`config.mk`:
```
export PLATFORM = sky130hd
export DESIGN_NAME = flash_rdmode_ctl
export DESIGN_NICKNAME = d
export VERILOG_FILES = /design/src/rtl/frm_pkg.sv /design/src/rtl/frm_cmd_fsm.sv /design/src/rtl/frm_status_latch.sv /design/src/rtl/frm_id_decode.sv /design/src/rtl/flash_rdmode_ctl.sv
export SDC_FILE = /design/constraint.sdc
export NUM_CORES = 1
export LEC_CHECK = 0
export CAP_MARGIN = 10
export CORE_UTILIZATION = 35
export CTS_CLUSTER_DIAMETER = 60
export CTS_CLUSTER_SIZE = 16
export DETAILED_ROUTE_END_ITERATION = 10
export HOLD_SLACK_MARGIN = 0.03
export PLACE_DENSITY = 0.87
export SKIP_CTS_REPAIR_TIMING = 1
export SLEW_MARGIN = 20
export SYNTH_ARGS = -nofsm -noshare
export SYNTH_HDL_FRONTEND = slang
export SYNTH_SLANG_ARGS = --single-unit
```
`constraint.sdc`:
```
create_clock -name clk -period 2.32 [get_ports clk]
set_clock_uncertainty 0.05 [all_clocks]
set_input_delay 0.348 -clock clk [delete_from_list [all_inputs] [get_ports clk]]
set_output_delay 0.348 -clock clk [all_outputs]
set_load 0.02 [all_outputs]
```
`src/rtl/frm_pkg.sv`:
```
package frm_pkg;

    typedef enum logic [1:0] {
        MODE_ARRAY  = 2'd0,
        MODE_IDENT  = 2'd1,
        MODE_STATUS = 2'd2
    } rd_mode_e;

    typedef enum logic {
        LAT_OPEN = 1'b0,
        LAT_HELD = 1'b1
    } lat_state_e;

    typedef struct packed {
        logic       partial;
        logic [7:0] value;
    } stat_word_t;

    localparam logic [7:0] CMD_READ_ARRAY  = 8'hFF;
    localparam logic [7:0] CMD_READ_ID     = 8'h90;
    localparam logic [7:0] CMD_READ_STATUS = 8'h70;
    localparam logic [7:0] MFR_CODE        = 8'h89;

    function automatic logic [7:0] dev_code(input int mbit);
        case (mbit)
            32:      return 8'h16;
            64:      return 8'h17;
            256:     return 8'h1D;
            default: return 8'h18;
        endcase
    endfunction

endpackage

```
`src/rtl/frm_cmd_fsm.sv`:
```
module frm_cmd_fsm
    import frm_pkg::*;
(
    input  logic       clk,
    input  logic       rst_n,
    input  logic       wr_strobe,
    input  logic [7:0] wr_byte,
    input  logic       wsm_busy,
    input  logic       wsm_susp,
    output rd_mode_e   mode
);

    rd_mode_e mode_q;
    rd_mode_e mode_d;
    logic     id_allowed;

    assign id_allowed = !wsm_busy || wsm_susp;

    always_ff @(posedge clk) begin
        if (!rst_n) mode_q <= MODE_ARRAY;
        else        mode_q <= mode_d;
    end

    always_comb begin
        mode_d = mode_q;
        if (wr_strobe) begin
            unique case (mode_q)
                MODE_ARRAY, MODE_IDENT, MODE_STATUS: begin
                    if (wr_byte == CMD_READ_ARRAY)
                        mode_d = MODE_ARRAY;
                    else if (wr_byte == CMD_READ_STATUS)
                        mode_d = MODE_STATUS;
                    else if (wr_byte == CMD_READ_ID && id_allowed)
                        mode_d = MODE_IDENT;
                end
                default: mode_d = MODE_ARRAY;
            endcase
        end
    end

    assign mode = mode_q;

endmodule

```
`src/rtl/frm_status_latch.sv`:
```
module frm_status_latch
    import frm_pkg::*;
(
    input  logic       clk,
    input  logic       rst_n,
    input  logic       read_en,
    input  stat_word_t stat_now,
    output stat_word_t stat_q,
    output lat_state_e lat_state,
    output logic       capture
);

    lat_state_e st_q;
    lat_state_e st_d;
    stat_word_t hold_q;

    assign capture = (st_q == LAT_OPEN) && read_en;

    always_ff @(posedge clk) begin
        if (!rst_n) begin
            st_q   <= LAT_OPEN;
            hold_q <= '0;
        end else begin
            st_q <= st_d;
            if (capture) hold_q <= stat_now;
        end
    end

    always_comb begin
        st_d = st_q;
        unique case (st_q)
            LAT_OPEN: if (read_en)  st_d = LAT_HELD;
            LAT_HELD: if (!read_en) st_d = LAT_OPEN;
            default:  st_d = LAT_OPEN;
        endcase
    end

    assign stat_q    = hold_q;
    assign lat_state = st_q;

endmodule

```
`src/rtl/frm_id_decode.sv`:
```
module frm_id_decode
    import frm_pkg::*;
#(
    parameter int ADDR_W       = 12,
    parameter int BLK_W        = 8,
    parameter int DENSITY_MBIT = 128,
    localparam int NUM_BLK     = 1 << (ADDR_W - BLK_W),
    localparam int OFS_W       = BLK_W - 1
) (
    input  logic [ADDR_W-1:1]  word_addr,
    input  logic [NUM_BLK-1:0] lock_bits,
    output logic [7:0]         id_byte
);

    localparam logic [7:0] DEV = dev_code(DENSITY_MBIT);

    logic [OFS_W-1:0]         offset;
    logic [ADDR_W-BLK_W-1:0]  blk;

    assign offset = word_addr[BLK_W-1:1];
    assign blk    = word_addr[ADDR_W-1:BLK_W];

    always_comb begin
        id_byte = 8'h00;
        if (offset == OFS_W'(0))      id_byte = MFR_CODE;
        else if (offset == OFS_W'(1)) id_byte = DEV;
        else if (offset == OFS_W'(2)) id_byte = {7'b0, lock_bits[blk]};
    end

endmodule

```
`src/rtl/flash_rdmode_ctl.sv`:
```
module flash_rdmode_ctl
    import frm_pkg::*;
#(
    parameter int ADDR_W       = 12,
    parameter int BLK_W        = 8,
    parameter int DENSITY_MBIT = 128
) (
    input  logic                             clk,
    input  logic                             rst_n,
    input  logic                             ce_n,
    input  logic                             oe_n,
    input  logic                             we_n,
    input  logic                             byte_mode,
    input  logic [ADDR_W-1:0]                addr,
    input  logic [7:0]                       din,
    input  logic [15:0]                      arr_rdata,
    input  logic                             wsm_busy,
    input  logic                             wsm_susp,
    input  logic [6:0]                       sts_flags,
    input  logic [(1<<(ADDR_W-BLK_W))-1:0]   lock_bits,
    output logic [15:0]                      dout,
    output logic [15:0]                      dout_oe
);

    localparam int          DATA_W   = 16;
    localparam logic [15:0] BIT7_EN  = 16'h0080;

    logic        we_q;
    logic        wr_strobe;
    logic        read_en;
    rd_mode_e    mode_q;
    lat_state_e  lat_state;
    logic        capture;
    stat_word_t  stat_now;
    stat_word_t  stat_q;
    stat_word_t  stat_sel;
    logic [7:0]  id_byte;
    logic [DATA_W-1:0] lane_mask;

    always_ff @(posedge clk) begin
        if (!rst_n) we_q <= 1'b1;
        else        we_q <= we_n;
    end

    assign wr_strobe = !we_q && we_n && !ce_n;
    assign read_en   = !ce_n && !oe_n;

    assign stat_now.partial = wsm_busy && !wsm_susp;
    assign stat_now.value   = {!(wsm_busy && !wsm_susp), sts_flags};
    assign stat_sel         = capture ? stat_now : stat_q;

    generate
        for (genvar ln = 0; ln < DATA_W / 8; ln++) begin : g_lane
            if (ln == 0) begin : g_low
                assign lane_mask[7:0] = 8'hFF;
            end else begin : g_high
                assign lane_mask[ln*8 +: 8] = byte_mode ? 8'h00 : 8'hFF;
            end
        end
    endgenerate

    frm_cmd_fsm u_cmd (
        .clk       (clk),
        .rst_n     (rst_n),
        .wr_strobe (wr_strobe),
        .wr_byte   (din),
        .wsm_busy  (wsm_busy),
        .wsm_susp  (wsm_susp),
        .mode      (mode_q)
    );

    frm_status_latch u_lat (
        .clk       (clk),
        .rst_n     (rst_n),
        .read_en   (read_en),
        .stat_now  (stat_now),
        .stat_q    (stat_q),
        .lat_state (lat_state),
        .capture   (capture)
    );

    frm_id_decode #(
        .ADDR_W       (ADDR_W),
        .BLK_W        (BLK_W),
        .DENSITY_MBIT (DENSITY_MBIT)
    ) u_id (
        .word_addr (addr[ADDR_W-1:1]),
        .lock_bits (lock_bits),
        .id_byte   (id_byte)
    );

    always_ff @(posedge clk) begin
        if (!rst_n || !read_en) begin
            dout    <= '0;
            dout_oe <= '0;
        end else begin
            unique case (mode_q)
                MODE_ARRAY: begin
                    dout    <= arr_rdata;
                    dout_oe <= lane_mask;
                end
                MODE_IDENT: begin
                    dout    <= {8'h00, id_byte};
                    dout_oe <= lane_mask;
                end
                MODE_STATUS: begin
                    dout    <= {8'h00, stat_sel.value};
                    dout_oe <= stat_sel.partial ? BIT7_EN : lane_mask;
                end
                default: begin
                    dout    <= '0;
                    dout_oe <= '0;
                end
            endcase
        end
    end

endmodule

```
## Word level (Yosys, flattened, before mapping)

Cells that the tools add are included.

- $lt $le $gt $ge: 1
- Equal/unequal tests: 8
- Muxes and demuxes: 15
- Bitwise gates (word level): 1
- Reduce and logical (&&, ||, !) cells: 21

Operators by type and width:

| kind | number |
|---|---|
| $pmux 16 s3 | 1 |
| $pmux 16 s2 | 1 |
| $mux 8 | 3 |
| $eq 8x8->1 const B | 2 |
| $mux 16 | 1 |
| $mux 9 | 1 |
| $eq 8x7->1 const B | 1 |
| $logic_not 1->1 | 8 |
| $mux 2 | 4 |
| $eq 7x1->1 const B | 1 |
| $eq 7x2->1 const B | 1 |
| $logic_not 7->1 | 1 |
| $logic_and 1x1->1 | 6 |
| $lt 4x5->1 const B | 1 |
| $bmux 1 s4 | 1 |
| $ne 4x1->1 const B | 1 |
| $mux 1 | 3 |
| $reduce_or 3->1 | 1 |
| $eq 2x1->1 const B | 1 |
| $eq 2x2->1 const B | 1 |
| $logic_not 2->1 | 1 |
| $logic_or 1x1->1 | 2 |
| $reduce_and 2->1 | 1 |
| $reduce_or 2->1 | 1 |
| $not 1->1 | 1 |

- Register bits after elaboration: 45
- Input bits: 67
- Output and inout bits: 32
- Word-level logic and storage cells: 53

## Depth between registers and ports, before layout

Gate-level depths: netlist (run 1).

- Word-level depth: 7
- Mapped depth: 5
- Gate-level depth less buffers: 5

## Modules after synthesis

A second synthesis (run 1) with hierarchy kept.

- Cells, all modules: 171
- Area, all modules: 1734.2 um^2

By module, submodules not included:

| module | times used | cells each | area each (um^2) | seq. area each (um^2) |
|---|---|---|---|---|
| flash_rdmode_ctl | 1 | 92 | 934.6 | 400.4 |
| frm_status_latch | 1 | 42 | 425.4 | 200.2 |
| frm_id_decode | 1 | 19 | 203.9 | 0.0 |
| frm_cmd_fsm | 1 | 18 | 170.2 | 40.0 |

## Least setup slack after synthesis (run 1)

OpenSTA, ideal clock, no wires.

- Path type: input -> register
- Start: in addr[6]
- End: reg dout[0]
- Library setup time: 0.070 ns
- Arrival time: 1.734 ns
- Required time: 2.200 ns
- Path slack: 0.466 ns
- Stages on the path: 4
- Buffers on the path: 0
- Cells stage by stage: or4_1 or4b_4 a311o_1 a21oi_1

- Word-level cells in the longest chain between the ends: 5
- Elaborated cells on any way between the ends: 7
- Those cells by class: 2 x eq/ne; 4 x mux; 1 x reduce/logical

RTL lines:

| element | line | text |
|---|---|---|
| from (decl) | flash_rdmode_ctl.sv:14 | `input logic [ADDR_W-1:0] addr,` |
| $eq 7x2->1 | frm_id_decode.sv:27 | `else if (offset == OFS_W'(2)) id_byte = {7'b0, lock_bits[blk]};` |
| $mux 1 | frm_id_decode.sv:27 |  |
| $mux 8 | frm_id_decode.sv:26 | `else if (offset == OFS_W'(1)) id_byte = DEV;` |
| $mux 8 (*) | frm_id_decode.sv:25 | `if (offset == OFS_W'(0)) id_byte = MFR_CODE;` |
| $pmux 16 s3 (*) | flash_rdmode_ctl.sv:97 | `unique case (mode_q)` |
| to (signal assigned) | flash_rdmode_ctl.sv:99 | `dout <= arr_rdata;` |
| to (signal assigned) | flash_rdmode_ctl.sv:103 | `dout <= {8'h00, id_byte};` |
| to (signal assigned) | flash_rdmode_ctl.sv:107 | `dout <= {8'h00, stat_sel.value};` |
| to (decl) | flash_rdmode_ctl.sv:21 | `output logic [15:0] dout,` |

Every way passes the cells marked *; elsewhere a longest branch is shown, timed or not.
A chain may end at the register's enable or synchronous reset.

## Worst setup path in the final report (run 1)

Same ends and word-level chain as after synthesis.

==> reports/qor.yml, run 1 <==
fin_util_pct: 65.1
synth_xor_area_share_pct: 0
drt-pass1-iter-count: 4
cp.required_ps: 2490
grt_overflow_total: 0
antenna_found_initial: 0
period_minus_slack_ps: 2040
yosysTopAreaCellShare_pct: 45.4
rsz0062_at_grt: "false"
worstMarginPinSlew_ps: 472
maxCapViolCount: 0
diodes: 0
ioPinCount: 99
ant_nets: 0
first_global_vias: 1345
num_vias: 1306
dieArea_mm2: 0.00429
fp.dieH_um: 65.5
p_per_area_mw_per_mm2: 517
crit_type: "input pin to flop"
yosysSeqAreaShare_pct: 45.4
track_usage_pct: 18.2
dp_cells: 276
yosysUniqueCellTypes: 33
synth_mux_area_share_pct: 12.0
clk_latency_ps: 280
clkTransAtPathRegs_ps: 60
period_share_pct: 87.8
synthCells: 144
drive_gt1_share_pct: 7.23
synth_edf_count: 0
ys_async_sr_fraction_pct: 0
status: "completed"
viasPerCell: 4.61
hold_slack_ps: 466
fmaxAchievable_mhz: 491
drtIter0Drc: 42
cts_sinks: 32
ir_worst_vdd_mv: 0.327
avgSynthCellArea_um2: 9.79
yosys_warnings: 0
cp-end-kind: "flop"
drc_errors: 0
post-dp-hpwl_um: 2980
row_count: 22
fin_cells: 283
slew_headroom_pct: 68.4
synth_area_mm2: 0.00141
place.gp.congestion: 0.762
numCtsBuffers: 5
initial_core_util_pct: 37.4
area_growth_pct: 74.1
critPathArrivalTime_ps: 2210
synth_common_cells: "dfxtp_1 (32), nor2_1 (14), buf_4 (13)"
clockBufferDepth: 2
synth.most_common_cell: "dfxtp_1"
synthAdderAreaFrac_pct: 0
fp.dieW_um: 65.5
syn-num-nets: 211
wire_per_inst_um: 12.6
synth_top_family_by_area: "simple AND/OR/NAND/NOR gates"
portBuffers: 97
fin_setup_tns_ps: 0
drt_wl_total_um: 3570
min-delay-path-class: "flop to flop"
synth.largest_area_cell: "dfxtp_1"
startpoint_type: "input pin"
worst_slack_ps: 282
clockRootBuffer: "clkbuf_8"
hold_violations: 0
fp.coreArea_mm2: 0.00377
post-place-ws_ps: -17.4
finalMaxSlewViolations: 0
crit_fanout: 3
leakagePower_nw: 0.948
cts_tree: "done"
grt_max_degree: 22
nNetsFinal: 302
finalSetupViolCount: 0
htree_num_levels: 2
synth_seq_cells: 32
synth_compound_area_share_pct: 12.8
num-fill-cells: 324
synthFlopType: "dfxtp_1"
synth-simple-area-share_pct: 21.3
synthTopCellsByArea: "dfxtp_1 (45%), buf_4 (6.9%), mux2i_1 (6.4%)"
grt_pass1_wl_um: 5750
## critical path, stage by stage
cell and delay, ps:
clkdlybuf4s50_1 390, or4_1 530, or4b_4 510, a311o_1 290
a21oi_1 140
## cell type report
type,count,area [um^2],share of cell area [%]
multi-input cells,93,649,26.5
clock buffers,7,96.3,3.92
well taps,48,60.1,2.45
inverters,2,7.51,0.306
flip-flops and latches,32,641,26.1
repair buffers,101,1000,40.8
## path summary, 6_finish.rpt
path | slack [ps] | cells past startpoint | start | end
worst max-delay path | 280 | 5 | addr[6] | dout[0]$_SDFF_PP0_
worst min-delay path | 470 | 1 | u_lat.stat_q[7]$_SDFF_PN0_ | u_lat.stat_q[7]$_SDFF_PN0_
worst min register to register | 470 | 1 | u_lat.stat_q[7]$_SDFF_PN0_ | u_lat.stat_q[7]$_SDFF_PN0_
worst max register to register | 770 | 5 | u_lat.lat_state$_SDFF_PN0_ | dout[4]$_SDFF_PP0_
## metrics by stage
step                total power [W]  instance area [um^2]
floorplan                  0.000676                  1410
global placement           0.000824                  2360
detailed placement         0.000829                  2360
CTS                         0.00128                  2450
global route                0.00132                  2450
finish                      0.00127                  2450
## layer usage
layer  wire (um)  GRT usage, %  part of all wire [%]  vias to the layer above
met3         205          5.90                   5.7                        7
li1            -             -                     -                      674
met5           0             0                     0                        -
met1        1350          17.9                    38                      581
met4          80          9.78                   2.2                        0
met2        1930          33.4                    54                       44
## cell families (layout without fill, tap and decap cells)
group,Yosys count,count (layout)
buffers and inverters,19,110
DFF,32,32
and+or+nand+nor,54,54
AOI/OAI and AO/OA,26,26
muxes,13,13
## layout by cell type, fill, tap and decap left out, drive strengths merged, types with 3 or more instances in the layout
cell / instances
a211oi: 7
buf: 4
nand2b: 5
nand2: 6
nor2b: 9
nor2: 14
mux2i: 9
a21oi: 6
clkdlybuf4s50: 97
clkbuf: 7
mux4: 3
and2: 8
or4: 3
dfxtp: 32
## registers in the layout, summed over array words and instances (netlist names)
signal,count
dout,16
dout_oe,3
u_cmd.mode,2
u_lat.lat_state,1
u_lat.stat_q,9
we_q,1
## power by group
| part | total (W) | internal, W | switching (W) | leakage [nW] |
|---|---|---|---|---|
| clock network | 0.000452 | 0.000264 | 0.000189 | 0.0503 |
| registers | 0.000575 | 0.000568 | 0.00000668 | 0.261 |
| logic | 0.000241 | 0.000160 | 0.0000813 | 0.637 |
Power figures use the tool's default switching activity.
==> inputs of run 2 (changes only) <==
--- a/config.mk
+++ b/config.mk
@@ -11,7 +11,7 @@
 export CTS_CLUSTER_SIZE = 16
 export DETAILED_ROUTE_END_ITERATION = 10
 export HOLD_SLACK_MARGIN = 0.03
-export PLACE_DENSITY = 0.87
+export PLACE_DENSITY = 0.84
 export SKIP_CTS_REPAIR_TIMING = 1
 export SLEW_MARGIN = 20
 export SYNTH_ARGS = -nofsm -noshare
==> reports/qor.yml, run 2 (synthesis results as in run 1) <==
drt-pass1-iter-count: 4
cp-end-kind: "flop"
fp.coreArea_mm2: 0.00377
track_usage_pct: 17.1
hold_slack_ps: 471
slew_headroom_pct: 67.4
max_stage_delay_ps: 530
num_vias: 1323
dieArea_mm2: 0.00429
viasPerCell: 4.66
drt_wl_total_um: 3380
drc_errors: 0
critPathArrivalTime_ps: 2190
largest_register: "dout"
cts_tree: "done"
largest_reg_flops: 16
fmaxAchievable_mhz: 495
wire_per_inst_um: 11.9
portBuffers: 97
crit_fanout: 3
startpoint_type: "input pin"
leakagePower_nw: 0.953
first_global_vias: 1242
hold_violations: 0
ioPinCount: 99
initial_core_util_pct: 37.4
place.gp.congestion: 0.752
fp.dieH_um: 65.5
final_cell_mix: "clkdlybuf4s50_1 (97), dfxtp_1 (32), nor2_1 (14)"
maxCapViolCount: 0
clockRootBuffer: "clkbuf_8"
cts_sinks: 32
htree_num_levels: 2
finalMaxSlewViolations: 0
post-place-ws_ps: -7.12
post-dp-hpwl_um: 2810
fin_util_pct: 65.4
drive_gt1_share_pct: 7.20
antenna_found_initial: 0
finalInstanceArea_mm2: 0.00247
num-fill-cells: 307
drtIter0Drc: 41
ir_worst_vdd_mv: 0.375
numCtsBuffers: 5
period_share_pct: 87.1
grt_pass1_wl_um: 5460
grt_overflow_total: 0
crit_slowest_cell: "or4_1"
path_cells: "clkdlybuf4s50_1 > or4_1 > or4b_4 > a311o_1 > a21oi_1"
cp.required_ps: 2490
worstMarginPinSlew_ps: 486
area_growth_pct: 74.9
clkTransAtPathRegs_ps: 70
worst_slack_ps: 299
diodes: 0
ant_nets: 0
p_per_area_mw_per_mm2: 542
post_dp_cell_area_mm2: 0.00236
status: "completed"
period_minus_slack_ps: 2020
finalSetupViolCount: 0
clk_latency_ps: 290
nNetsFinal: 302
clockBufferDepth: 2
fp.dieW_um: 65.5
min-delay-path-class: "flop to flop"
grt_max_degree: 22
fin_setup_tns_ps: 0
rsz0062_at_grt: "false"
row_count: 22
final_common_cell: "clkdlybuf4s50_1"
crit_type: "input pin to flop"
## run 2: changes by cell type in the layout (fill, tap and decap cells not counted)
cell and delta:
bufinv_16 +1, clkbuf_1 +1, clkbuf_8 -2, clkinv_2 +1
## run 2: critical path: cells and delay by family
kind	cells	cell delay [ps]
and+or+nand+nor	2	1040
AOI/OAI and AO/OA	2	410
buffers and inverters	1	390
## run 2: worst paths after layout
path	start	to	slack, ps	cells past startpoint
hold reg to reg	u_lat.stat_q[1]$_SDFF_PN0_	u_lat.stat_q[1]$_SDFF_PN0_	470	2
setup reg to reg	u_lat.lat_state$_SDFF_PN0_	dout[3]$_SDFF_PP0_	770	4
setup / recovery	addr[6]	dout[0]$_SDFF_PP0_	300	5
hold / removal	u_lat.stat_q[1]$_SDFF_PN0_	u_lat.stat_q[1]$_SDFF_PN0_	470	2
## run 2: per-stage QoR
step	total power [W]	instances
3_3_place_gp	0.000824	276
3_5_place_dp	0.000828	276
6_report	0.00134	284
4_1_cts	0.00135	284
2_1_floorplan	0.000676	144
5_1_grt	0.00139	284
## run 2: report_power, final
group          switching, W  leakage (nW)  internal, W  total, W
Sequential       0.00000638         0.261     0.000568  0.000574
Clock              0.000204        0.0552     0.000318  0.000522
Combinational     0.0000814         0.637     0.000160  0.000241
Total              0.000292         0.953      0.00105   0.00134
## run 2: layout make-up
| class | count | area, um^2 | area share [%] |
|---|---|---|---|
| Clock inverter | 2 | 35.0 | 1.42 |
| Clock buffer | 6 | 72.6 | 2.94 |
| Multi-Input combinational cell | 93 | 649 | 26.3 |
| Sequential cell | 32 | 641 | 26.0 |
| Inverter | 2 | 7.51 | 0.304 |
| Tap cell | 48 | 60.1 | 2.44 |
| Timing Repair Buffer | 101 | 1000 | 40.6 |
## run 2: metal layers
metal	track usage, %	up-vias	share of wire [%]
li1	-	677	-
met4	9.24	0	2.5
met5	0	-	0
met2	30.4	44	52
met3	4.51	7	5.4
met1	18.1	595	40
==> inputs of run 3 (changes only) <==
--- a/config.mk
+++ b/config.mk
@@ -13,7 +13,6 @@
 export HOLD_SLACK_MARGIN = 0.03
 export PLACE_DENSITY = 0.84
 export SKIP_CTS_REPAIR_TIMING = 1
-export SLEW_MARGIN = 20
 export SYNTH_ARGS = -nofsm -noshare
 export SYNTH_HDL_FRONTEND = slang
 export SYNTH_SLANG_ARGS = --single-unit
==> results of run 3 <==
No change in the layout: final DEF, timing and power equal those of run 2.
